--- src/rtl/xlat_pkg.sv ---
`timescale 1ns/1ps
package xlat_pkg;

   // walk controller states
   typedef enum logic [2:0] {
      ST_IDLE,
      ST_ROOT_RD,
      ST_ROOT_WB,
      ST_PTR_RD,
      ST_PTR_WB,
      ST_PG_RD,
      ST_IND_RD,
      ST_PG_WB
   } walk_st_t;

   // latched access attributes (code accesses already folded into load)
   typedef struct packed {
      logic super_acc;
      logic store;
      logic debug;
      logic test;
   } acc_t;

   // descriptor bit positions
   localparam int DB_WP   = 2;
   localparam int DB_USED = 3;
   localparam int DB_MOD  = 4;
   localparam int DB_SUP  = 7;

   // transparent window register bit positions
   localparam int TW_EN      = 15;
   localparam int TW_MODE_HI = 14;
   localparam int TW_MODE_LO = 13;
   localparam int TW_WP      = 2;

endpackage

--- src/rtl/xlat_tt_match.sv ---
`timescale 1ns/1ps
module xlat_tt_match #(
   parameter int ADDR_W = 32,
   parameter int BASE_W = 8
) (
   input  logic [ADDR_W-1:0] win_reg,
   input  logic [ADDR_W-1:0] addr,
   input  logic              is_super,
   output logic              hit,
   output logic              wprot
);
   import xlat_pkg::*;

   localparam int MASK_LSB = ADDR_W - 2*BASE_W;

   logic [BASE_W-1:0] base_f, mask_f, diff;
   logic              mode_ok;

   generate
      if (MASK_LSB <= TW_EN) begin : g_bad_layout
         $error("xlat_tt_match: base/mask fields overlap control bits");
      end
   endgenerate

   assign base_f  = win_reg[ADDR_W-1 -: BASE_W];
   assign mask_f  = win_reg[MASK_LSB +: BASE_W];
   assign diff    = (addr[ADDR_W-1 -: BASE_W] ^ base_f) & ~mask_f;
   assign mode_ok = win_reg[TW_MODE_HI] |
                    (win_reg[TW_MODE_LO] ? is_super : ~is_super);
   assign hit     = win_reg[TW_EN] & mode_ok & (diff == '0);
   assign wprot   = win_reg[TW_WP];

endmodule

--- src/rtl/xlat_walk_fsm.sv ---
`timescale 1ns/1ps
module xlat_walk_fsm #(
   parameter int ADDR_W     = 32,
   parameter int ROOT_IDX_W = 7,
   parameter int PTR_IDX_W  = 7
) (
   input  logic              clk,
   input  logic              rst_n,
   input  logic              start,
   input  xlat_pkg::acc_t    acc,
   input  logic [ADDR_W-1:0] addr,
   input  logic              page8k,
   input  logic [ADDR_W-1:0] root_ptr,
   input  logic              bypass,
   input  logic [2:0]        byp_perm,
   input  logic [ADDR_W-1:0] byp_status,
   output logic              busy,
   output logic              mem_req,
   output logic              mem_we,
   output logic [ADDR_W-1:0] mem_addr,
   output logic [ADDR_W-1:0] mem_wdata,
   input  logic              mem_ready,
   input  logic              mem_err,
   input  logic [ADDR_W-1:0] mem_rdata,
   output logic              done,
   output logic [ADDR_W-1:0] phys,
   output logic [2:0]        perm,
   output logic              fault,
   output logic [ADDR_W-1:0] status
);
   import xlat_pkg::*;

   localparam int PG4_SH    = 12;
   localparam int PG8_SH    = 13;
   localparam int PG4_IDX_W = ADDR_W - ROOT_IDX_W - PTR_IDX_W - PG4_SH;
   localparam int PG8_IDX_W = PG4_IDX_W - 1;
   localparam int PTR_MSB   = ADDR_W - 1 - ROOT_IDX_W;
   localparam int PG_MSB    = PTR_MSB - PTR_IDX_W;
   localparam logic [ADDR_W-1:0] ONES   = {ADDR_W{1'b1}};
   localparam logic [ADDR_W-1:0] USED_M = ADDR_W'(1) << DB_USED;
   localparam logic [ADDR_W-1:0] MOD_M  = ADDR_W'(1) << DB_MOD;

   generate
      if (PG4_IDX_W < 2) begin : g_bad_split
         $error("xlat_walk_fsm: index fields leave no page index");
      end
   endgenerate

   walk_st_t          st, nx_st;
   acc_t              acc_q;
   logic [ADDR_W-1:0] a_q, ent_q, wd_q, d_q;
   logic [ADDR_W-1:0] nx_ent, nx_wd, nx_d;
   logic              wp_q, nx_wp, p8_q;

   logic              fin, fin_fault;
   logic [ADDR_W-1:0] fin_phys, fin_status;
   logic [2:0]        fin_perm;

   // index fields, zero extended
   logic [ADDR_W-1:0] ri_in, pi_q, gi4_q, gi8_q, root_ent_in;
   assign ri_in = {{(ADDR_W-ROOT_IDX_W){1'b0}}, addr[ADDR_W-1 -: ROOT_IDX_W]};
   assign pi_q  = {{(ADDR_W-PTR_IDX_W){1'b0}}, a_q[PTR_MSB -: PTR_IDX_W]};
   assign gi4_q = {{(ADDR_W-PG4_IDX_W){1'b0}}, a_q[PG_MSB -: PG4_IDX_W]};
   assign gi8_q = {{(ADDR_W-PG8_IDX_W){1'b0}}, a_q[PG_MSB -: PG8_IDX_W]};
   assign root_ent_in = (root_ptr & (ONES << (ROOT_IDX_W+2))) | (ri_in << 2);

   // upper-level continuation (after read or after write-back)
   logic              cu_wb, cu_is_root, cu_fault;
   logic [ADDR_W-1:0] cu_desc, cu_next_ent, pg_tbl_ent;
   assign cu_wb      = (st == ST_ROOT_WB) || (st == ST_PTR_WB);
   assign cu_is_root = (st == ST_ROOT_RD) || (st == ST_ROOT_WB);
   assign cu_desc    = cu_wb ? d_q : mem_rdata;
   assign pg_tbl_ent = p8_q ?
                       ((cu_desc & (ONES << (PG8_IDX_W+2))) | (gi8_q << 2)) :
                       ((cu_desc & (ONES << (PG4_IDX_W+2))) | (gi4_q << 2));
   assign cu_next_ent = cu_is_root ?
                       ((cu_desc & (ONES << (PTR_IDX_W+2))) | (pi_q << 2)) :
                       pg_tbl_ent;
   assign cu_fault   = cu_desc[DB_WP] & acc_q.store;

   // page-level evaluation
   logic              pg_wb_need, pg_wpall, pg_fault;
   logic [ADDR_W-1:0] pg_desc, pg_wb_val, pmask, pp, pf_status;
   assign pg_desc  = (st == ST_PG_WB) ? d_q : mem_rdata;
   assign pg_wpall = wp_q | pg_desc[DB_WP];
   assign pg_fault = (acc_q.store & pg_wpall) |
                     (pg_desc[DB_SUP] & ~acc_q.super_acc);
   assign pmask    = p8_q ? (ONES << PG8_SH) : (ONES << PG4_SH);
   assign pp       = pg_desc & pmask;

   always_comb begin
      pg_wb_need = 1'b0;
      pg_wb_val  = pg_desc | USED_M;
      if (!acc_q.debug) begin
         if (acc_q.store && !pg_desc[DB_WP]) begin
            pg_wb_need = !(pg_desc[DB_USED] && pg_desc[DB_MOD]);
            pg_wb_val  = pg_desc | USED_M | MOD_M;
         end else begin
            pg_wb_need = !pg_desc[DB_USED];
         end
      end
   end

   assign pf_status = acc_q.test ?
                      {pp[ADDR_W-1:PG4_SH], pg_desc[11:5], pg_desc[DB_MOD],
                       pg_desc[DB_USED], pg_wpall, 1'b0, 1'b1} : '0;

   always_comb begin
      nx_st      = st;
      nx_ent     = ent_q;
      nx_wd      = wd_q;
      nx_d       = d_q;
      nx_wp      = wp_q;
      fin        = 1'b0;
      fin_fault  = 1'b0;
      fin_phys   = '0;
      fin_perm   = '0;
      fin_status = '0;
      unique case (st)
         ST_IDLE: begin
            if (start) begin
               if (bypass) begin
                  fin        = 1'b1;
                  fin_phys   = addr;
                  fin_perm   = byp_perm;
                  fin_status = byp_status;
               end else begin
                  nx_st  = ST_ROOT_RD;
                  nx_ent = root_ent_in;
                  nx_wp  = 1'b0;
               end
            end
         end
         ST_ROOT_RD, ST_PTR_RD: begin
            if (mem_ready) begin
               if (mem_err || !mem_rdata[1]) begin
                  fin = 1'b1; fin_fault = 1'b1;
               end else begin
                  nx_d = mem_rdata;
                  if (!mem_rdata[DB_USED] && !acc_q.debug) begin
                     nx_st = (st == ST_ROOT_RD) ? ST_ROOT_WB : ST_PTR_WB;
                     nx_wd = mem_rdata | USED_M;
                  end else begin
                     nx_wp = wp_q | cu_desc[DB_WP];
                     if (cu_fault) begin
                        fin = 1'b1; fin_fault = 1'b1;
                     end else begin
                        nx_st  = cu_is_root ? ST_PTR_RD : ST_PG_RD;
                        nx_ent = cu_next_ent;
                     end
                  end
               end
            end
         end
         ST_ROOT_WB, ST_PTR_WB: begin
            if (mem_ready) begin
               nx_wp = wp_q | cu_desc[DB_WP];
               if (mem_err || cu_fault) begin
                  fin = 1'b1; fin_fault = 1'b1;
               end else begin
                  nx_st  = cu_is_root ? ST_PTR_RD : ST_PG_RD;
                  nx_ent = cu_next_ent;
               end
            end
         end
         ST_PG_RD, ST_IND_RD: begin
            if (mem_ready) begin
               if (mem_err || (st == ST_PG_RD && mem_rdata[1:0] == 2'b00)) begin
                  fin = 1'b1; fin_fault = 1'b1;
               end else if (st == ST_PG_RD && mem_rdata[1:0] == 2'b10) begin
                  nx_st  = ST_IND_RD;
                  nx_ent = {mem_rdata[ADDR_W-1:2], 2'b00};
               end else begin
                  nx_d = mem_rdata;
                  if (pg_wb_need) begin
                     nx_st = ST_PG_WB;
                     nx_wd = pg_wb_val;
                  end else begin
                     fin       = 1'b1;
                     fin_fault = pg_fault;
                     if (!pg_fault) begin
                        fin_phys   = pp | (a_q & ~pmask);
                        fin_perm   = {1'b1, ~pg_wpall, 1'b1};
                        fin_status = pf_status;
                     end
                  end
               end
            end
         end
         ST_PG_WB: begin
            if (mem_ready) begin
               fin       = 1'b1;
               fin_fault = mem_err | pg_fault;
               if (!fin_fault) begin
                  fin_phys   = pp | (a_q & ~pmask);
                  fin_perm   = {1'b1, ~pg_wpall, 1'b1};
                  fin_status = pf_status;
               end
            end
         end
         default: nx_st = ST_IDLE;
      endcase
      if (fin) nx_st = ST_IDLE;
   end

   always_ff @(posedge clk) begin
      if (!rst_n) begin
         st     <= ST_IDLE;
         acc_q  <= '0;
         a_q    <= '0;
         ent_q  <= '0;
         wd_q   <= '0;
         d_q    <= '0;
         wp_q   <= 1'b0;
         p8_q   <= 1'b0;
         done   <= 1'b0;
         fault  <= 1'b0;
         phys   <= '0;
         perm   <= '0;
         status <= '0;
      end else begin
         st    <= nx_st;
         ent_q <= nx_ent;
         wd_q  <= nx_wd;
         d_q   <= nx_d;
         wp_q  <= nx_wp;
         done  <= fin;
         if (st == ST_IDLE && start) begin
            acc_q <= acc;
            a_q   <= addr;
            p8_q  <= page8k;
         end
         if (fin) begin
            fault  <= fin_fault;
            phys   <= fin_phys;
            perm   <= fin_perm;
            status <= fin_status;
         end
      end
   end

   assign busy      = (st != ST_IDLE);
   assign mem_req   = (st != ST_IDLE);
   assign mem_we    = (st == ST_ROOT_WB) || (st == ST_PTR_WB) || (st == ST_PG_WB);
   assign mem_addr  = ent_q;
   assign mem_wdata = wd_q;


   mem_hold_chk: assert property (@(posedge clk) disable iff (!rst_n)
      mem_req && !mem_ready |=> mem_req && $stable(mem_addr) &&
                                $stable(mem_we) && $stable(mem_wdata));

   done_pulse_chk: assert property (@(posedge clk) disable iff (!rst_n)
      done |=> !done);

   dbg_nowr_chk: assert property (@(posedge clk) disable iff (!rst_n)
      mem_req && acc_q.debug |-> !mem_we);

   wb_used_chk: assert property (@(posedge clk) disable iff (!rst_n)
      mem_req && mem_we |-> mem_wdata[DB_USED]);

   err_fault_chk: assert property (@(posedge clk) disable iff (!rst_n)
      mem_req && mem_ready && mem_err |=> done && fault && !busy);

endmodule

--- src/rtl/xlat_walker.sv ---
`timescale 1ns/1ps
module xlat_walker #(
   parameter int ADDR_W     = 32,
   parameter int ROOT_IDX_W = 7,
   parameter int PTR_IDX_W  = 7,
   parameter int NUM_TT     = 2,
   parameter int TT_BASE_W  = 8
) (
   input  logic                     clk,
   input  logic                     rst_n,
   input  logic                     xl_start,
   input  logic [ADDR_W-1:0]        xl_addr,
   input  logic                     acc_super,
   input  logic                     acc_code,
   input  logic                     acc_store,
   input  logic                     acc_debug,
   input  logic                     acc_test,
   input  logic                     tc_enable,
   input  logic                     tc_page8k,
   input  logic [ADDR_W-1:0]        srp,
   input  logic [ADDR_W-1:0]        urp,
   input  logic [NUM_TT*ADDR_W-1:0] tt_regs,
   output logic                     mem_req,
   output logic                     mem_we,
   output logic [ADDR_W-1:0]        mem_addr,
   output logic [ADDR_W-1:0]        mem_wdata,
   input  logic                     mem_ready,
   input  logic                     mem_err,
   input  logic [ADDR_W-1:0]        mem_rdata,
   output logic                     xl_busy,
   output logic                     xl_done,
   output logic [ADDR_W-1:0]        xl_phys,
   output logic [2:0]               xl_perm,
   output logic                     xl_fault,
   output logic [ADDR_W-1:0]        xl_status
);
   import xlat_pkg::*;

   generate
      if (ADDR_W != 32) begin : g_bad_width
         $error("xlat_walker: status layout assumes a 32-bit address");
      end
      if (NUM_TT < 1) begin : g_bad_tt
         $error("xlat_walker: at least one transparent window required");
      end
   endgenerate

   logic [NUM_TT-1:0] tt_hit, tt_wpv;
   logic              tt_any, tt_wp, bypass;
   logic [2:0]        byp_perm;
   logic [ADDR_W-1:0] byp_status;
   acc_t              acc_in;

   generate
      for (genvar g = 0; g < NUM_TT; g++) begin : g_tt
         xlat_tt_match #(.ADDR_W(ADDR_W), .BASE_W(TT_BASE_W)) u_tt (
            .win_reg  (tt_regs[g*ADDR_W +: ADDR_W]),
            .addr     (xl_addr),
            .is_super (acc_super),
            .hit      (tt_hit[g]),
            .wprot    (tt_wpv[g])
         );
      end
   endgenerate

   // lowest-numbered matching window wins
   always_comb begin
      tt_any = 1'b0;
      tt_wp  = 1'b0;
      for (int g = NUM_TT-1; g >= 0; g--) begin
         if (tt_hit[g]) begin
            tt_any = 1'b1;
            tt_wp  = tt_wpv[g];
         end
      end
   end

   assign bypass     = ~tc_enable | tt_any;
   assign byp_perm   = tc_enable ? {1'b1, ~tt_wp, 1'b1} : 3'b111;
   assign byp_status = (tc_enable & acc_test) ? ADDR_W'(3) : '0;

   assign acc_in.super_acc = acc_super;
   assign acc_in.store     = acc_store & ~acc_code;
   assign acc_in.debug     = acc_debug;
   assign acc_in.test      = acc_test;

   xlat_walk_fsm #(
      .ADDR_W     (ADDR_W),
      .ROOT_IDX_W (ROOT_IDX_W),
      .PTR_IDX_W  (PTR_IDX_W)
   ) u_fsm (
      .clk        (clk),
      .rst_n      (rst_n),
      .start      (xl_start),
      .acc        (acc_in),
      .addr       (xl_addr),
      .page8k     (tc_page8k),
      .root_ptr   (acc_super ? srp : urp),
      .bypass     (bypass),
      .byp_perm   (byp_perm),
      .byp_status (byp_status),
      .busy       (xl_busy),
      .mem_req    (mem_req),
      .mem_we     (mem_we),
      .mem_addr   (mem_addr),
      .mem_wdata  (mem_wdata),
      .mem_ready  (mem_ready),
      .mem_err    (mem_err),
      .mem_rdata  (mem_rdata),
      .done       (xl_done),
      .phys       (xl_phys),
      .perm       (xl_perm),
      .fault      (xl_fault),
      .status     (xl_status)
   );


   disabled_pass_chk: assert property (@(posedge clk) disable iff (!rst_n)
      xl_start && !xl_busy && !tc_enable |=>
         xl_done && !xl_fault && xl_perm == 3'b111 &&
         xl_phys == $past(xl_addr) && !mem_req);

   tt_nowalk_chk: assert property (@(posedge clk) disable iff (!rst_n)
      xl_start && !xl_busy && tc_enable && tt_any |=>
         xl_done && !xl_fault && !mem_req && xl_perm[0] && xl_perm[2]);

endmodule

--- config.mk ---
export PLATFORM = sky130hd
export DESIGN_NAME = xlat_walker
export DESIGN_NICKNAME = d
export VERILOG_FILES = /design/src/rtl/xlat_pkg.sv /design/src/rtl/xlat_tt_match.sv /design/src/rtl/xlat_walk_fsm.sv /design/src/rtl/xlat_walker.sv
export SDC_FILE = /design/constraint.sdc
export NUM_CORES = 1
export LEC_CHECK = 0
export ABC_AREA = 1
export BUFFER_PORTS_ARGS = -buffer_cell sky130_fd_sc_hd__buf_2
export CAP_MARGIN = 20
export CORE_MARGIN = 5
export CORE_UTILIZATION = 55
export CTS_CLUSTER_SIZE = 30
export DETAILED_ROUTE_END_ITERATION = 8
export PLACE_DENSITY = 0.92
export REMOVE_ABC_BUFFERS = 1
export SLEW_MARGIN = 0
export SYNTH_ARGS = -nofsm -noshare
export SYNTH_HDL_FRONTEND = slang
export SYNTH_SLANG_ARGS = --single-unit
--- constraint.sdc ---
create_clock -name clk -period 5.71 [get_ports clk]
set_input_delay 0.571 -clock clk [delete_from_list [all_inputs] [get_ports clk]]
set_output_delay 0.571 -clock clk [all_outputs]
set_load 0.005 [all_outputs]
[Word-level counts from Yosys, hierarchy flattened]
Index checks and enable logic that the tools add are counted.
Cells by class
  mux-type cells: 117
  bitwise operators: 37
  reductions and logical operators: 35
  equal/unequal tests: 24
Operator list (count)
  32-bit 2-to-1 mux: 46
  32-bit one-hot mux with 3 select lines: 2
  32-bit one-hot mux with 2 select lines: 2
  32-bit one-hot mux with 4 select lines: 1
  3-bit 2-to-1 mux: 23
  32-bit bitwise AND: 2
  32-bit by 9-bit OR with 32-bit output: 2
  1-bit 2-to-1 mux: 32
  32-bit NOT: 1
  32-bit OR: 1
  32-bit by 7-bit OR with 32-bit output: 1
  32-bit by 8-bit OR with 32-bit output: 1
  2-bit inequality test (second input constant): 11
  8-bit bitwise AND: 2
  8-bit zero test: 2
  8-bit NOT: 2
  8-bit XOR: 2
  13-bit 2-to-1 mux: 1
  3-bit equality test (second input constant): 4
  3-bit one-hot mux with 4 select lines: 1
  12-bit AND reduction: 1
  11-bit AND reduction: 1
  5-bit 2-to-1 mux: 2
  1-bit bitwise AND: 9
  other kinds (25): 61
Storage, ports and cells
  input port bits: 204
  logic and storage cells: 229
  output and inout bits: 136
  flip-flop bits (word level): 206

[Longest topological paths before layout]
Gate-level depths: netlist of the first run.
  word-level depth: 12
  gate-level depth with buffers: 17
  gate-level depth less buffers: 14

[By module]
Synthesis of the first run repeated with hierarchy kept, for this count alone.
Unflattened totals
  cells, all modules: 1734
  area, all modules: 10988.0 um2
Modules (own cells, without submodules)
  xlat_walk_fsm: seq. area each 3943.8 um2, times used 1, cells an instance 1513, area each 9873.2 um2
  xlat_walker: seq. area each 0.0 um2, times used 1, cells an instance 117, area each 666.9 um2
  xlat_tt_match: seq. area each 0.0 um2, times used 2, cells an instance 52, area each 224.0 um2

[Least setup slack after synthesis of the first run]
OpenSTA, ideal clock, no wires.
  kind: input to register
  from: input acc_super
  to: register u_fsm.ent_q[20] (netlist: u_fsm.mem_addr[20])
  setup slack: 3589 ps
  path buffers: 2
  cell stages on the path: 13
  required time: 5639 ps
  setup time: 71 ps
  arrival time: 2050 ps
  path through: buf_2 > inv_1 > nand2_1 > nand3_1 > nand2_1 > nor2_1 > nand3_1 > nand3_1 > nand2_1 > nand3_1 > clkbuf_1 > nand2_1 > a21oi_1
Between the ends
  word-level cells in the longest chain between the ends: 10
  elaborated cells on any way between the ends: 19
  those cells by class: 1 x eq/ne; 8 x mux; 9 x bitwise; 1 x reduce/logical
Ends and longest elaborated chain
  start: declaration: line xlat_walker.sv:13  | input logic acc_super,
  1-bit NOT: line xlat_tt_match.sv:29  | (win_reg[TW_MODE_LO] ? is_super : ~is_super);
  1-bit 2-to-1 mux: line xlat_tt_match.sv:29
  1-bit OR: line xlat_tt_match.sv:28  | assign mode_ok = win_reg[TW_MODE_HI] |
  1-bit bitwise AND (2 in series): line xlat_tt_match.sv:30  | assign hit = win_reg[TW_EN] & mode_ok & (diff == '0);
  1-bit 2-to-1 mux (2 in series): line xlat_walker.sv:71  | if (tt_hit[g]) begin
  1-bit OR: line xlat_walker.sv:78  | assign bypass = ~tc_enable | tt_any;
  2-bit inequality test (no line)
  12-bit AND reduction (no line)
  end signal: assignment: line xlat_walk_fsm.sv:223  | ent_q <= nx_ent;
  end: declaration: line xlat_walk_fsm.sv:51  | logic [ADDR_W-1:0] a_q, ent_q, wd_q, d_q;
Parallel ways exist; a longest one is shown, timed or not. The select of a mux whose other input is x is not followed.
A chain may end at the register's enable or synchronous reset.

[Worst setup path in the final report of the first run]
  from: register u_fsm.st[0]
  to: register u_fsm.status[7]
Between the ends
  word-level cells in the longest chain between the ends: 11
  elaborated cells on any way between the ends: 51
  those cells by class: 7 x eq/ne; 24 x mux; 6 x bitwise; 14 x reduce/logical
Ends and longest elaborated chain
  start: declaration: line xlat_walk_fsm.sv:49  | walk_st_t st, nx_st;
  start signal: assignment: line xlat_walk_fsm.sv:222  | st <= nx_st;
  3-bit equality test: line xlat_walk_fsm.sv:84, xlat_walk_fsm.sv:119
  32-bit 2-to-1 mux: line xlat_walk_fsm.sv:84  | assign pg_desc = (st == ST_PG_WB) ? d_q : mem_rdata;
  1-bit OR, or another cell as far along: line xlat_walk_fsm.sv:85  | assign pg_wpall = wp_q | pg_desc[DB_WP];
  1-bit bitwise AND, or another cell as far along: line xlat_walk_fsm.sv:86  | assign pg_fault = (acc_q.store & pg_wpall) |
  1-bit OR or 1-bit 2-to-1 mux (tied branches): line xlat_walk_fsm.sv:86, xlat_walk_fsm.sv:95
  32-bit 2-to-1 mux or 1-bit 2-to-1 mux (tied branches): line xlat_walk_fsm.sv:181, xlat_walk_fsm.sv:94
  32-bit 2-to-1 mux or 1-bit 2-to-1 mux (tied branches): line xlat_walk_fsm.sv:175  | if (pg_wb_need) begin
  32-bit 2-to-1 mux or 1-bit 2-to-1 mux (tied branches): line xlat_walk_fsm.sv:170  | end else if (st == ST_PG_RD && mem_rdata[1:0] == 2'b10) begin
  32-bit 2-to-1 mux or 1-bit 2-to-1 mux (tied branches): line xlat_walk_fsm.sv:168  | if (mem_err || (st == ST_PG_RD && mem_rdata[1:0] == 2'b00)) begin
  32-bit 2-to-1 mux or 1-bit 2-to-1 mux (tied branches): line xlat_walk_fsm.sv:167  | if (mem_ready) begin
  32-bit one-hot mux with 3 select lines or 1-bit one-hot mux with 5 select lines (tied branches): line xlat_walk_fsm.sv:119  | unique case (st)
  end signal: assignment: line xlat_walk_fsm.sv:237  | status <= fin_status;
  end: declaration: line xlat_walk_fsm.sv:29  | output logic [ADDR_W-1:0] status
Parallel ways exist; a longest one is shown, timed or not.

==> results of run 1 <==
-- worst register-to-register path: stages (launching register included) --
cell and delay [ns]:
sky130_fd_sc_hd__dfxtp_1 0.64, sky130_fd_sc_hd__nand3_2 0.33, sky130_fd_sc_hd__buf_4 0.35, sky130_fd_sc_hd__inv_2 0.36
sky130_fd_sc_hd__nand2_1 0.12, sky130_fd_sc_hd__nand3_1 0.14, sky130_fd_sc_hd__nand2_1 0.12, sky130_fd_sc_hd__nor2_1 0.12
sky130_fd_sc_hd__nand2_1 0.09, sky130_fd_sc_hd__nand2_2 0.59, sky130_fd_sc_hd__nand2_1 0.80, sky130_fd_sc_hd__nor2_1 0.31
sky130_fd_sc_hd__nand3_1 0.10, sky130_fd_sc_hd__nand2_1 0.09
-- flip-flops by register name, summed over array words and instances (netlist names) --
name             flops
u_fsm.acc_q          4
u_fsm.st             3
u_fsm.d_q           30
u_fsm.p8_q           1
u_fsm.perm           2
u_fsm.wp_q           1
u_fsm.fault          1
u_fsm.status        32
u_fsm.mem_wdata     32
u_fsm.phys          32
u_fsm.mem_addr      30
u_fsm.a_q           25
u_fsm.done           1
-- final cells by class --
cell class | count | area (sq um)
well taps | 229 | 287
fillers | 1518 | 5950
inverters | 128 | 480
diodes | 1 | 2.50
clock buffers | 18 | 439
flip-flops and latches | 194 | 3880
multi-input cells | 1032 | 5090
clock inverters | 14 | 140
repair buffers | 311 | 1620
-- logic make-up (layout without fill, tap and decap cells) --
kind of cell | Yosys count | count (layout)
simple gates | 681 | 681
compound gates | 349 | 349
buf+inv | 248 | 471
flops | 194 | 194
other cells | 1 | 3
-- layout by cell type (no fill, tap or decap), drive strengths merged, types with 2 or more instances in the layout --
cell / instances
conb: 2
o22ai: 2
o221ai: 5
nor3: 3
a21oi: 121
clkbuf: 18
nand2: 335
nand3: 107
inv: 134
nand4: 104
nand3b: 6
buf: 311
o21ai: 146
clkinvlp: 2
dfxtp: 194
nor2: 102
o211ai: 72
or2: 24
clkinv: 6
-- per-stage QoR --
| stage | instance area, sq um | total power [mW] |
|---|---|---|
| after global placement | 11300 | 2.11 |
| after detailed placement | 11400 | 2.14 |
| after floorplan | 9440 | 1.84 |
| after CTS | 11900 | 3.30 |
| final | 11900 | 3.31 |
| after global routing | 11900 | 3.45 |
-- where the power goes --
group	total (mW)	leakage, nW	switching, mW	internal (mW)
combinational	0.639	4.15	0.424	0.215
sequential	1.49	1.58	0.0504	1.43
clock	1.19	0.280	0.595	0.594
total	3.31	6.01	1.07	2.24
-- how the worst min path moves through the flow --
stage                              endpoint  cells past startpoint
final                          u_fsm.a_q[1]                      3
after global routing           u_fsm.a_q[1]                      3
after CTS                      u_fsm.a_q[1]                      3
after detailed placement  u_fsm.mem_addr[8]                      2
after global placement        u_fsm.a_q[18]                      2
after floorplan                u_fsm.d_q[4]                      2
-- routing by layer --
metal,track usage (%),vias up
li1,-,5407
met1,41.2,5272
met2,52.7,671
met3,6.08,110
met4,15.7,2
met5,0,-
==> load_flow_metrics.sql, run 1 <==
INSERT INTO impl_metrics (metric_group, metric, value, unit) VALUES
('floorplanning', 'fp.coreArea', '17900', 'sq um'),
('synthesis', 'synth.mux.area_fraction', '0', '%'),
('min_path', 'hold_path_class', 'input pin to flip-flop', ''),
('min_path', 'min-delay-start', 'xl_addr[1]', ''),
('synthesis', 'synth_top_cell_by_area', 'sky130_fd_sc_hd__dfxtp_1', ''),
('timing', 'totalNegativeSetupSlack', '0', 'ns'),
('setup_path', 'timing.critical_path.cells', 'nand3_2 -> buf_4 -> inv_2 -> nand2_1 -> nand3_1 -> nand2_1 -> nor2_1 -> nand2_1 -> nand2_2 -> nand2_1 -> nor2_1 -> nand3_1 -> nand2_1', ''),
('timing', 'rsz_0062_raised_after_global_routing', 'false', ''),
('timing', 'final_max_slew_viol_count', '0', ''),
('synthesis', 'synth.avg_cell_area', '6.79', 'sq um'),
('setup_path', 'worst-path-max-fanout', '35', ''),
('final_layout', 'post_route_cells_drive_above_1_share', '23.0', '%'),
('placed_design', 'place.gp.congestion', '0.916', ''),
('placed_design', 'port-buffer-count', '295', ''),
('timing', 'finClkSkew', '0.0121', 'ns'),
('detailed_routing', 'routed_wl_met2', '16.5', 'mm'),
('setup_path', 'cp-endpoint', 'u_fsm.status[7]', ''),
('setup_path', 'timing_worst_setup_path_type', 'flip-flop to flip-flop', ''),
('synthesis', 'ys_types', '35', ''),
('floorplanning', 'io-pin-count', '340', ''),
('synthesis', 'synth.most_common_cell', 'sky130_fd_sc_hd__nand2_1', ''),
('synthesis', 'netlist_top_cells_area', 'sky130_fd_sc_hd__dfxtp_1 (39%), sky130_fd_sc_hd__nand2_1 (12%), sky130_fd_sc_hd__nand4_1 (6.5%)', ''),
('placed_design', 'place.detailed.instances', '1894', ''),
('detailed_routing', 'wl_met1', '13.7', 'mm'),
('power_and_ir_drop', 'p_leak', '6.01', 'nW'),
('cts', 'htree_num_levels', '4', ''),
('detailed_routing', 'topRoutingLayerUsed', 'met5', ''),
('cts', 'clock-root-buffer', 'sky130_fd_sc_hd__clkbuf_16', ''),
('final_layout', 'design.final.nets', '1888', ''),
('synthesis', 'synth_top_cells_by_count', 'sky130_fd_sc_hd__nand2_1 (330), sky130_fd_sc_hd__dfxtp_1 (194), sky130_fd_sc_hd__inv_1 (121)', ''),
('synthesis', 'total_standard_cell_area_after_synthesis', '10000', 'sq um'),
('placed_design', 'place_worst_setup_slack', '1.61', 'ns'),
('setup_path', 'path_depth', '13', ''),
('floorplanning', 'die_x', '145', 'um'),
('timing', 'final-setup-viol-count', '0', ''),
('flow_run', 'drv_cap', '0', ''),
('synthesis', 'yosys.area_share.simple', '31.0', '%'),
('setup_path', 'cp_top_family', 'simple AND/OR/NAND/NOR gates', ''),
('detailed_routing', 'route.vias.total', '11500', ''),
('setup_path', 'critical_path.slowest_cell', 'sky130_fd_sc_hd__nand2_1', ''),
('final_layout', 'finished_layout_cells', '1927', ''),
('final_layout', 'synthToLayoutAreaGrowth', '19.5', '%'),
('synthesis', 'yosysWarnings', '0', ''),
('synthesis', 'synth_flop_cell', 'sky130_fd_sc_hd__dfxtp_1', ''),
('detailed_routing', 'initialDrtViolationCount', '1151', ''),
('power_and_ir_drop', 'cellPowerDensity', '277', 'nW/um^2'),
('global_routing', 'grt_pass1_wl', '53.8', 'mm'),
('timing', 'max_slew_margin', '27.5', '%'),
('setup_path', 'timing.critical_path.arrival', '4.57', 'ns'),
('global_routing', 'gr-usage-all-layers', '32.3', '%'),
('detailed_routing', 'postRouteWirelength', '35.1', 'mm'),
('run_status', 'run_status', 'finished, final reports clean', ''),
('synthesis', 'synth_seq_area_share', '38.8', '%'),
('cts', 'ctsResizeCount', '0', ''),
('synthesis', 'yosys.area_share.adder', '0', '%'),
('cts', 'clock_insertion_delay_worst_skew', '0.44', 'ns'),
('synthesis', 'synthCells', '1473', ''),
('timing', 'report.final.hold_viol_count', '0', ''),
('floorplanning', 'fp.dieH', '145', 'um'),
('setup_path', 'wp_buf_inv', '2', ''),
('detailed_routing', 'drt-vias-per-instance', '5.95', ''),
('synthesis', 'synthXorXnorAreaFrac', '0', '%'),
('cts', 'cts_hold_buffers', '0', ''),
('synthesis', 'synth-compound-area-share', '19.7', '%'),
('timing', 'layout_min_cycle_time', '4.19', 'ns'),
('detailed_routing', 'drt_first_pass_iters', '6', ''),
('cts', 'tritoncts_num_sinks', '194', ''),
('floorplanning', 'rows', '49', ''),
('timing', 'max_freq', '238', 'MHz'),
('cts', 'clk_transition_reported_paths', '0.08', 'ns'),
('setup_path', 'critPathMaxStageDelay', '0.79', 'ns');
No activity file was read; power rests on OpenSTA's default activity.
==> inputs of run 2 (changes only) <==
--- a/config.mk
+++ b/config.mk
@@ -9,10 +9,10 @@
 export BUFFER_PORTS_ARGS = -buffer_cell sky130_fd_sc_hd__buf_2
 export CAP_MARGIN = 20
 export CORE_MARGIN = 5
-export CORE_UTILIZATION = 55
+export CORE_UTILIZATION = 46
 export CTS_CLUSTER_SIZE = 30
 export DETAILED_ROUTE_END_ITERATION = 8
-export PLACE_DENSITY = 0.92
+export PLACE_DENSITY = 0.83
 export REMOVE_ABC_BUFFERS = 1
 export SLEW_MARGIN = 0
 export SYNTH_ARGS = -nofsm -noshare
==> constraint.sdc (replaced) <==
create_clock -name clk -period 3.6 [get_ports clk]
set_input_delay 0.36 -clock clk [delete_from_list [all_inputs] [get_ports clk]]
set_output_delay 0.36 -clock clk [all_outputs]
set_load 0.005 [all_outputs]
==> run 2 against run 1 <==
Net effect: critical path type unchanged; core utilization is 10 points lower; combinational power up 61%; largest power group unchanged; highest routed layer unchanged; largest cell class unchanged; critical endpoint is now u_fsm.status[4]; worst setup slack got worse by 0.93 ns; worst hold slack lost 0.20 ns.
==> load_flow_metrics.sql, run 2 (synthesis gave the netlist of run 1 again) <==
INSERT INTO impl_metrics (metric_group, metric, value, unit) VALUES
('placed_design', 'place.detailed.instances', '1954', ''),
('power_and_ir_drop', 'design_power_total', '5.38', 'mW'),
('timing', 'timing.final.ws_setup', '0.589', 'ns'),
('final_layout', 'final_util', '56.3', '%'),
('detailed_routing', 'drt-wirelength-per-cell', '17.8', 'um'),
('floorplanning', 'start_util', '46.2', '%'),
('floorplanning', 'fp.coreArea', '21600', 'sq um'),
('setup_path', 'worst-r2r-setup-slack', '0.59', 'ns'),
('timing', 'final_min_period_over_clock_period', '83.6', '%'),
('timing', 'rsz_0062_raised_after_global_routing', 'false', ''),
('final_layout', 'design.final.nets', '1897', ''),
('global_routing', 'antenna_found_initial', '4', ''),
('placed_design', 'port-buffer-count', '295', ''),
('floorplanning', 'die_x', '157', 'um'),
('timing', 'finalHoldWorstSlack', '0.168', 'ns'),
('cts', 'clk_transition_reported_paths', '0.08', 'ns'),
('global_routing', 'grt-ovfl-total', '0', ''),
('timing', 'layout_min_cycle_time', '3.01', 'ns'),
('detailed_routing', 'initialDrtViolationCount', '980', ''),
('final_layout', 'post_route_cells_drive_above_1_share', '23.4', '%'),
('setup_path', 'worst-path-max-fanout', '24', ''),
('cts', 'tritoncts.num_buffers', '17', ''),
('detailed_routing', 'antenna_left', '0', ''),
('cts', 'ctsLongestPathBuffers', '2', ''),
('setup_path', 'cp-end-kind', 'flip-flop', ''),
('power_and_ir_drop', 'cellPowerDensity', '442', 'nW/um^2'),
('timing', 'finClkSkew', '0.0127', 'ns'),
('setup_path', 'critical_path.startpoint_type', 'flip-flop', ''),
('floorplanning', 'rows', '54', ''),
('placed_design', 'place_worst_setup_slack', '0.528', 'ns'),
('timing', 'totalNegativeSetupSlack', '0', 'ns'),
('detailed_routing', 'drt_first_pass_iters', '5', ''),
('setup_path', 'critical_path.slowest_cell', 'sky130_fd_sc_hd__dfxtp_1', ''),
('timing', 'report.final.hold_viol_count', '0', ''),
('setup_path', 'wp_buf_inv', '2', ''),
('cts', 'clock-root-buffer', 'sky130_fd_sc_hd__clkbuf_16', ''),
('timing', 'timing_worst_slew_pin_value', '0.879', 'ns'),
('detailed_routing', 'postRouteWirelength', '35.4', 'mm'),
('final_layout', 'finished_layout_cells', '1989', ''),
('flow_run', 'drv_cap', '0', ''),
('timing', 'final-setup-viol-count', '0', ''),
('min_path', 'hold_path_class', 'input pin to flip-flop', ''),
('floorplanning', 'io-pin-count', '340', ''),
('setup_path', 'timing.critical_path.cells', 'nand3_2 -> inv_2 -> nand2_1 -> nand3_1 -> nand2_1 -> nor2_1 -> nand2_1 -> nand2_2 -> nand2_1 -> buf_4 -> nor2_1 -> nand3_1 -> nand2_1', ''),
('power_and_ir_drop', 'irDropWorstVdd', '0.299', 'mV'),
('placed_design', 'dpl.hpwl', '24.4', 'mm'),
('timing', 'final_max_slew_viol_count', '0', ''),
('cts', 'htree_num_levels', '4', ''),
('final_layout', 'layout.cells.most_common_list', 'sky130_fd_sc_hd__nand2_1 (329), sky130_fd_sc_hd__buf_2 (294), sky130_fd_sc_hd__dfxtp_1 (194), sky130_fd_sc_hd__inv_1 (121), sky130_fd_sc_hd__a21oi_1 (120)', ''),
('floorplanning', 'fp.dieH', '157', 'um'),
('cts', 'ctsResizeCount', '0', ''),
('final_layout', 'fin_area', '12200', 'sq um'),
('global_routing', 'vias_in_the_first_global_route', '10300', ''),
('detailed_routing', 'drt-vias-per-instance', '5.60', ''),
('power_and_ir_drop', 'p_leak', '6.10', 'nW'),
('cts', 'clock_tree_from_tritoncts', 'yes', ''),
('detailed_routing', 'route.vias.total', '11100', ''),
('final_layout', 'most_frequent_standard_cell_in_the_layout_excluding_fill_and_tap_cells', 'sky130_fd_sc_hd__nand2_1', ''),
('global_routing', 'grt_start_max_net_pins', '99', ''),
('setup_path', 'timing.critical_path.mode_cell', 'sky130_fd_sc_hd__nand2_1', ''),
('cts', 'cts_hold_buffers', '0', ''),
('global_routing', 'grt_pass1_wl', '54.5', 'mm'),
('cts', 'cts.repair_timing.setup_buffer_count', '0', ''),
('timing', 'max_slew_margin', '41.4', '%'),
('detailed_routing', 'post-route-drc-count', '0', ''),
('run_status', 'run_status', 'finished, final reports clean', ''),
('final_layout', 'synthToLayoutAreaGrowth', '21.9', '%'),
('timing', 'max_freq', '332', 'MHz'),
('floorplanning', 'fp.dieArea', '24800', 'sq um'),
('setup_path', 'timing_worst_setup_path_type', 'flip-flop to flip-flop', ''),
('placed_design', 'placedInstanceArea', '11600', 'sq um'),
('setup_path', 'cp_top_family', 'simple AND/OR/NAND/NOR gates', ''),
('cts', 'clock_insertion_delay_worst_skew', '0.43', 'ns'),
('placed_design', 'place.gp.congestion', '0.915', ''),
('setup_path', 'critPathMaxStageDelay', '0.52', 'ns'),
('setup_path', 'required', '3.97', 'ns'),
('setup_path', 'timing.critical_path.arrival', '3.38', 'ns'),
('global_routing', 'gr-usage-all-layers', '27.5', '%'),
('cts', 'tritoncts_num_sinks', '194', ''),
('final_layout', 'fillers', '2093', '');
-- run 2: cell types whose count changed in the layout (fill, tap and decap cells not counted), sizes merged --
cell    before  now
clkinv       6    4
bufinv       0    2
buf        311  320
diode        1    3
-- run 2: worst paths after layout --
check	start	depth (start not counted)	endpoint
setup / recovery	u_fsm.st[0]	13	u_fsm.status[4]
hold reg to reg	u_fsm.a_q[22]	2	u_fsm.a_q[22]
hold / removal	xl_addr[11]	3	u_fsm.a_q[11]
setup reg to reg	u_fsm.st[0]	13	u_fsm.status[4]
-- run 2: routing by layer --
layer	GRT usage, %	part of all wire, %	vias up
li1	-	-	5415
met1	35.6	41	5137
met2	44.4	46	487
met3	5.88	8.1	87
met4	11.7	4.0	4
met5	0	0.076	-
-- run 2: layout make-up --
type	count	area, sq um	share of cell area [%]
antenna	3	7.51	0.0616
clock buffer	18	439	3.60
clock inverter	14	166	1.37
inverter	128	480	3.94
multi-input combinational	1032	5100	41.9
sequential	194	3880	31.9
tap	280	350	2.88
timing repair buffer	320	1750	14.4
-- run 2: worst reg2reg max path, stage by stage (launching register included) --
cell and delay, ns:
sky130_fd_sc_hd__dfxtp_1 0.52, sky130_fd_sc_hd__nand3_2 0.32, sky130_fd_sc_hd__inv_2 0.43, sky130_fd_sc_hd__nand2_1 0.13, sky130_fd_sc_hd__nand3_1 0.14, sky130_fd_sc_hd__nand2_1 0.12
sky130_fd_sc_hd__nor2_1 0.10, sky130_fd_sc_hd__nand2_1 0.09, sky130_fd_sc_hd__nand2_2 0.43, sky130_fd_sc_hd__nand2_1 0.10, sky130_fd_sc_hd__buf_4 0.26, sky130_fd_sc_hd__nor2_1 0.13
sky130_fd_sc_hd__nand3_1 0.09, sky130_fd_sc_hd__nand2_1 0.09
-- run 2: power breakdown --
group          switching (mW)  internal, mW
Sequential             0.0781          2.28
Combinational           0.670         0.360
Clock                   0.926          1.07
Total                    1.67          3.71
==> inputs of run 3 (changes only) <==
--- a/config.mk
+++ b/config.mk
@@ -9,10 +9,10 @@
 export BUFFER_PORTS_ARGS = -buffer_cell sky130_fd_sc_hd__buf_2
 export CAP_MARGIN = 20
 export CORE_MARGIN = 5
-export CORE_UTILIZATION = 46
+export CORE_UTILIZATION = 51
 export CTS_CLUSTER_SIZE = 30
 export DETAILED_ROUTE_END_ITERATION = 8
-export PLACE_DENSITY = 0.83
+export PLACE_DENSITY = 0.87
 export REMOVE_ABC_BUFFERS = 1
 export SLEW_MARGIN = 0
 export SYNTH_ARGS = -nofsm -noshare
==> constraint.sdc (replaced) <==
create_clock -name clk -period 2.9 [get_ports clk]
set_input_delay 0.29 -clock clk [delete_from_list [all_inputs] [get_ports clk]]
set_output_delay 0.29 -clock clk [all_outputs]
set_load 0.005 [all_outputs]
==> run 3 against run 2 <==
Net effect: register-to-register slack got worse by 0.34 ns; worst hold slack got worse by 0.069 ns; core utilization increased by 6.8 points; clock power increased by 28%; via count rose by 2.2%; highest routed layer unchanged.
==> load_flow_metrics.sql, run 3 (synthesis gave the netlist of run 1 again) <==
INSERT INTO impl_metrics (metric_group, metric, value, unit) VALUES
('global_routing', 'global_route_met2_usage', '50.0', '%'),
('detailed_routing', 'drt-wirelength-per-cell', '17.8', 'um'),
('timing', 'max_freq', '377', 'MHz'),
('power_and_ir_drop', 'p_seq_share', '43.2', '%'),
('cts', 'htree_num_levels', '4', ''),
('final_layout', 'fin_area', '12200', 'sq um'),
('final_layout', 'seq_area', '3880', 'sq um'),
('floorplanning', 'die_x', '150', 'um'),
('cts', 'ctsLongestPathBuffers', '2', ''),
('power_and_ir_drop', 'switching_fraction_of_total_power', '30.1', '%'),
('placed_design', 'place.detailed.instances', '1948', ''),
('timing', 'rsz_0062_raised_after_global_routing', 'false', ''),
('floorplanning', 'rows', '51', ''),
('final_layout', 'most_frequent_standard_cell_in_the_layout_excluding_fill_and_tap_cells', 'sky130_fd_sc_hd__nand2_1', ''),
('final_layout', 'layout.cells.most_common_list', 'sky130_fd_sc_hd__nand2_1 (329), sky130_fd_sc_hd__buf_2 (294), sky130_fd_sc_hd__dfxtp_1 (194), sky130_fd_sc_hd__inv_1 (121), sky130_fd_sc_hd__a21oi_1 (120)', ''),
('flow_run', 'drv_cap', '0', ''),
('power_and_ir_drop', 'p_leak', '6.14', 'nW'),
('placed_design', 'dpl.hpwl', '25.1', 'mm'),
('floorplanning', 'io-pin-count', '340', ''),
('final_layout', 'combined_area_of_the_multi_input_logic_cells', '5100', 'sq um'),
('timing', 'finalHoldWorstSlack', '0.0989', 'ns'),
('setup_path', 'critPathMaxStageDelay', '0.64', 'ns'),
('min_path', 'hold_path_class', 'input pin to flip-flop', ''),
('power_and_ir_drop', 'switchingPower', '2.04', 'mW'),
('cts', 'clock-root-buffer', 'sky130_fd_sc_hd__clkbuf_16', ''),
('timing', 'max_slew_margin', '42.5', '%'),
('global_routing', 'antenna_found_initial', '2', ''),
('placed_design', 'place_worst_setup_slack', '0.250', 'ns'),
('detailed_routing', 'drt-vias-per-instance', '5.74', ''),
('timing', 'layout_min_cycle_time', '2.65', 'ns'),
('setup_path', 'worst-path-max-fanout', '54', ''),
('setup_path', 'critical_path.slowest_cell', 'sky130_fd_sc_hd__inv_2', ''),
('cts', 'clk_transition_reported_paths', '0.08', 'ns'),
('timing', 'final_min_period_over_clock_period', '91.5', '%'),
('setup_path', 'timing_worst_setup_path_type', 'flip-flop to flip-flop', ''),
('global_routing', 'gr-usage-all-layers', '30.1', '%'),
('power_and_ir_drop', 'gate_power_share', '19.1', '%'),
('global_routing', 'met1_usage', '38.0', '%'),
('global_routing', 'grt_start_max_net_pins', '86', ''),
('power_and_ir_drop', 'design_power_total', '6.77', 'mW'),
('power_and_ir_drop', 'clockPowerShare', '37.7', '%'),
('detailed_routing', 'route.vias.total', '11400', ''),
('setup_path', 'critical_path.startpoint_type', 'flip-flop', ''),
('floorplanning', 'fp.dieH', '150', 'um'),
('cts', 'tritoncts.num_buffers', '17', ''),
('final_layout', 'post_route_cells_drive_above_1_share', '23.8', '%'),
('timing', 'final_max_slew_viol_count', '0', ''),
('setup_path', 'timing.critical_path.arrival', '3.01', 'ns'),
('global_routing', 'grt_pass1_wl', '54.2', 'mm'),
('detailed_routing', 'drt_first_pass_iters', '8', ''),
('global_routing', 'top_usage_layer', 'met2', ''),
('detailed_routing', 'initialDrtViolationCount', '909', ''),
('run_status', 'run_status', 'finished, final reports clean', ''),
('power_and_ir_drop', 'cellPowerDensity', '553', 'nW/um^2'),
('placed_design', 'port-buffer-count', '295', ''),
('timing', 'timing.final.ws_setup', '0.246', 'ns'),
('detailed_routing', 'post-route-drc-count', '0', ''),
('cts', 'clock_insertion_delay_worst_skew', '0.44', 'ns'),
('final_layout', 'synthToLayoutAreaGrowth', '22.5', '%'),
('detailed_routing', 'postRouteWirelength', '35.3', 'mm'),
('timing', 'final-setup-viol-count', '0', ''),
('timing', 'report.final.hold_viol_count', '0', ''),
('setup_path', 'timing.critical_path.cells', 'inv_1 -> nand2_1 -> nand2_1 -> nor2_4 -> inv_2 -> a21oi_2 -> o21ai_4 -> inv_2 -> o21ai_0 -> a21oi_1', ''),
('power_and_ir_drop', 'irDropWorstVdd', '0.383', 'mV'),
('detailed_routing', 'antenna_left', '0', ''),
('cts', 'cts_hold_buffers', '0', ''),
('final_layout', 'fillers', '1795', ''),
('cts', 'ctsResizeCount', '0', ''),
('timing', 'finClkSkew', '0.0135', 'ns'),
('setup_path', 'cp-end-kind', 'flip-flop', ''),
('placed_design', 'place.gp.congestion', '0.893', ''),
('placed_design', 'placedInstanceArea', '11600', 'sq um'),
('cts', 'clock_tree_from_tritoncts', 'yes', ''),
('global_routing', 'grt-ovfl-total', '0', ''),
('power_and_ir_drop', 'p_int', '4.73', 'mW'),
('final_layout', 'design.final.nets', '1907', ''),
('floorplanning', 'start_util', '51.5', '%'),
('cts', 'tritoncts_num_sinks', '194', ''),
('global_routing', 'vias_in_the_first_global_route', '10500', ''),
('global_routing', 'grt.met3_usage', '5.48', '%'),
('floorplanning', 'fp.coreArea', '19400', 'sq um'),
('final_layout', 'finished_layout_cells', '1982', ''),
('floorplanning', 'fp.dieArea', '22500', 'sq um'),
('timing', 'timing_worst_slew_pin_value', '0.861', 'ns'),
('setup_path', 'required', '3.26', 'ns');
## run 3: final cells by class
cell class | instances | share of cell area (%)
diodes | 1 | 0.0204
clock buffers | 20 | 3.81
clock inverters | 12 | 1.38
inverters | 128 | 3.92
multi-input cells | 1032 | 41.7
flip-flops and latches | 194 | 31.7
well taps | 265 | 2.71
repair buffers | 330 | 14.8
## run 3: worst max-delay path, delay by kind of cell, from the launching register on
family / cells / cell delay [ns]
DFF: 1 / 0.52
AOI/OAI and AO/OA: 4 / 0.75
and+or+nand+nor: 3 / 0.43
buffers and inverters: 3 / 0.87
## run 3: stage by stage
| stage | setup TNS, ns | utilization [%] |
|---|---|---|
| final | 0 | 63.1 |
| after CTS | 0 | 63.1 |
| after global routing | 0 | 63.1 |
| after floorplan | -127.65 | - |
| after detailed placement | 0 | 59.8 |
| after global placement | 0 | 59.8 |
## run 3: worst paths after layout
path,startpoint,to,slack [ns],depth (start not counted)
max reg2reg,u_fsm.st[1],u_fsm.d_q[17],0.25,10
min reg2reg,u_fsm.a_q[18],u_fsm.a_q[18],0.46,2
min,xl_addr[7],u_fsm.a_q[7],0.1,3
max,u_fsm.st[1],u_fsm.d_q[17],0.25,10
## run 3: repair_timing
| action | CTS | global route |
|---|---|---|
| endpoints found under the hold margin | 0 | 0 |
| endpoints found under the setup margin | 0 | 1 |
| setup buffers | 0 | 1 |
## run 3: routing by layer
layer  wire length [um]  share of wire (%)
met1              14000                 40
met5                 13              0.037
met4               1640                4.6
met2              16300                 46
met3               3380                9.6
## run 3: power groups by stage
stage / combinational [mW] / sequential, mW / clock (mW)
final: 1.29 / 2.92 / 2.55
after global routing: 1.42 / 2.94 / 2.66
after CTS: 1.28 / 2.92 / 2.56
after detailed placement: 1.27 / 2.98 / 0
after global placement: 1.24 / 2.97 / 0
after floorplan: 0.641 / 2.98 / 0
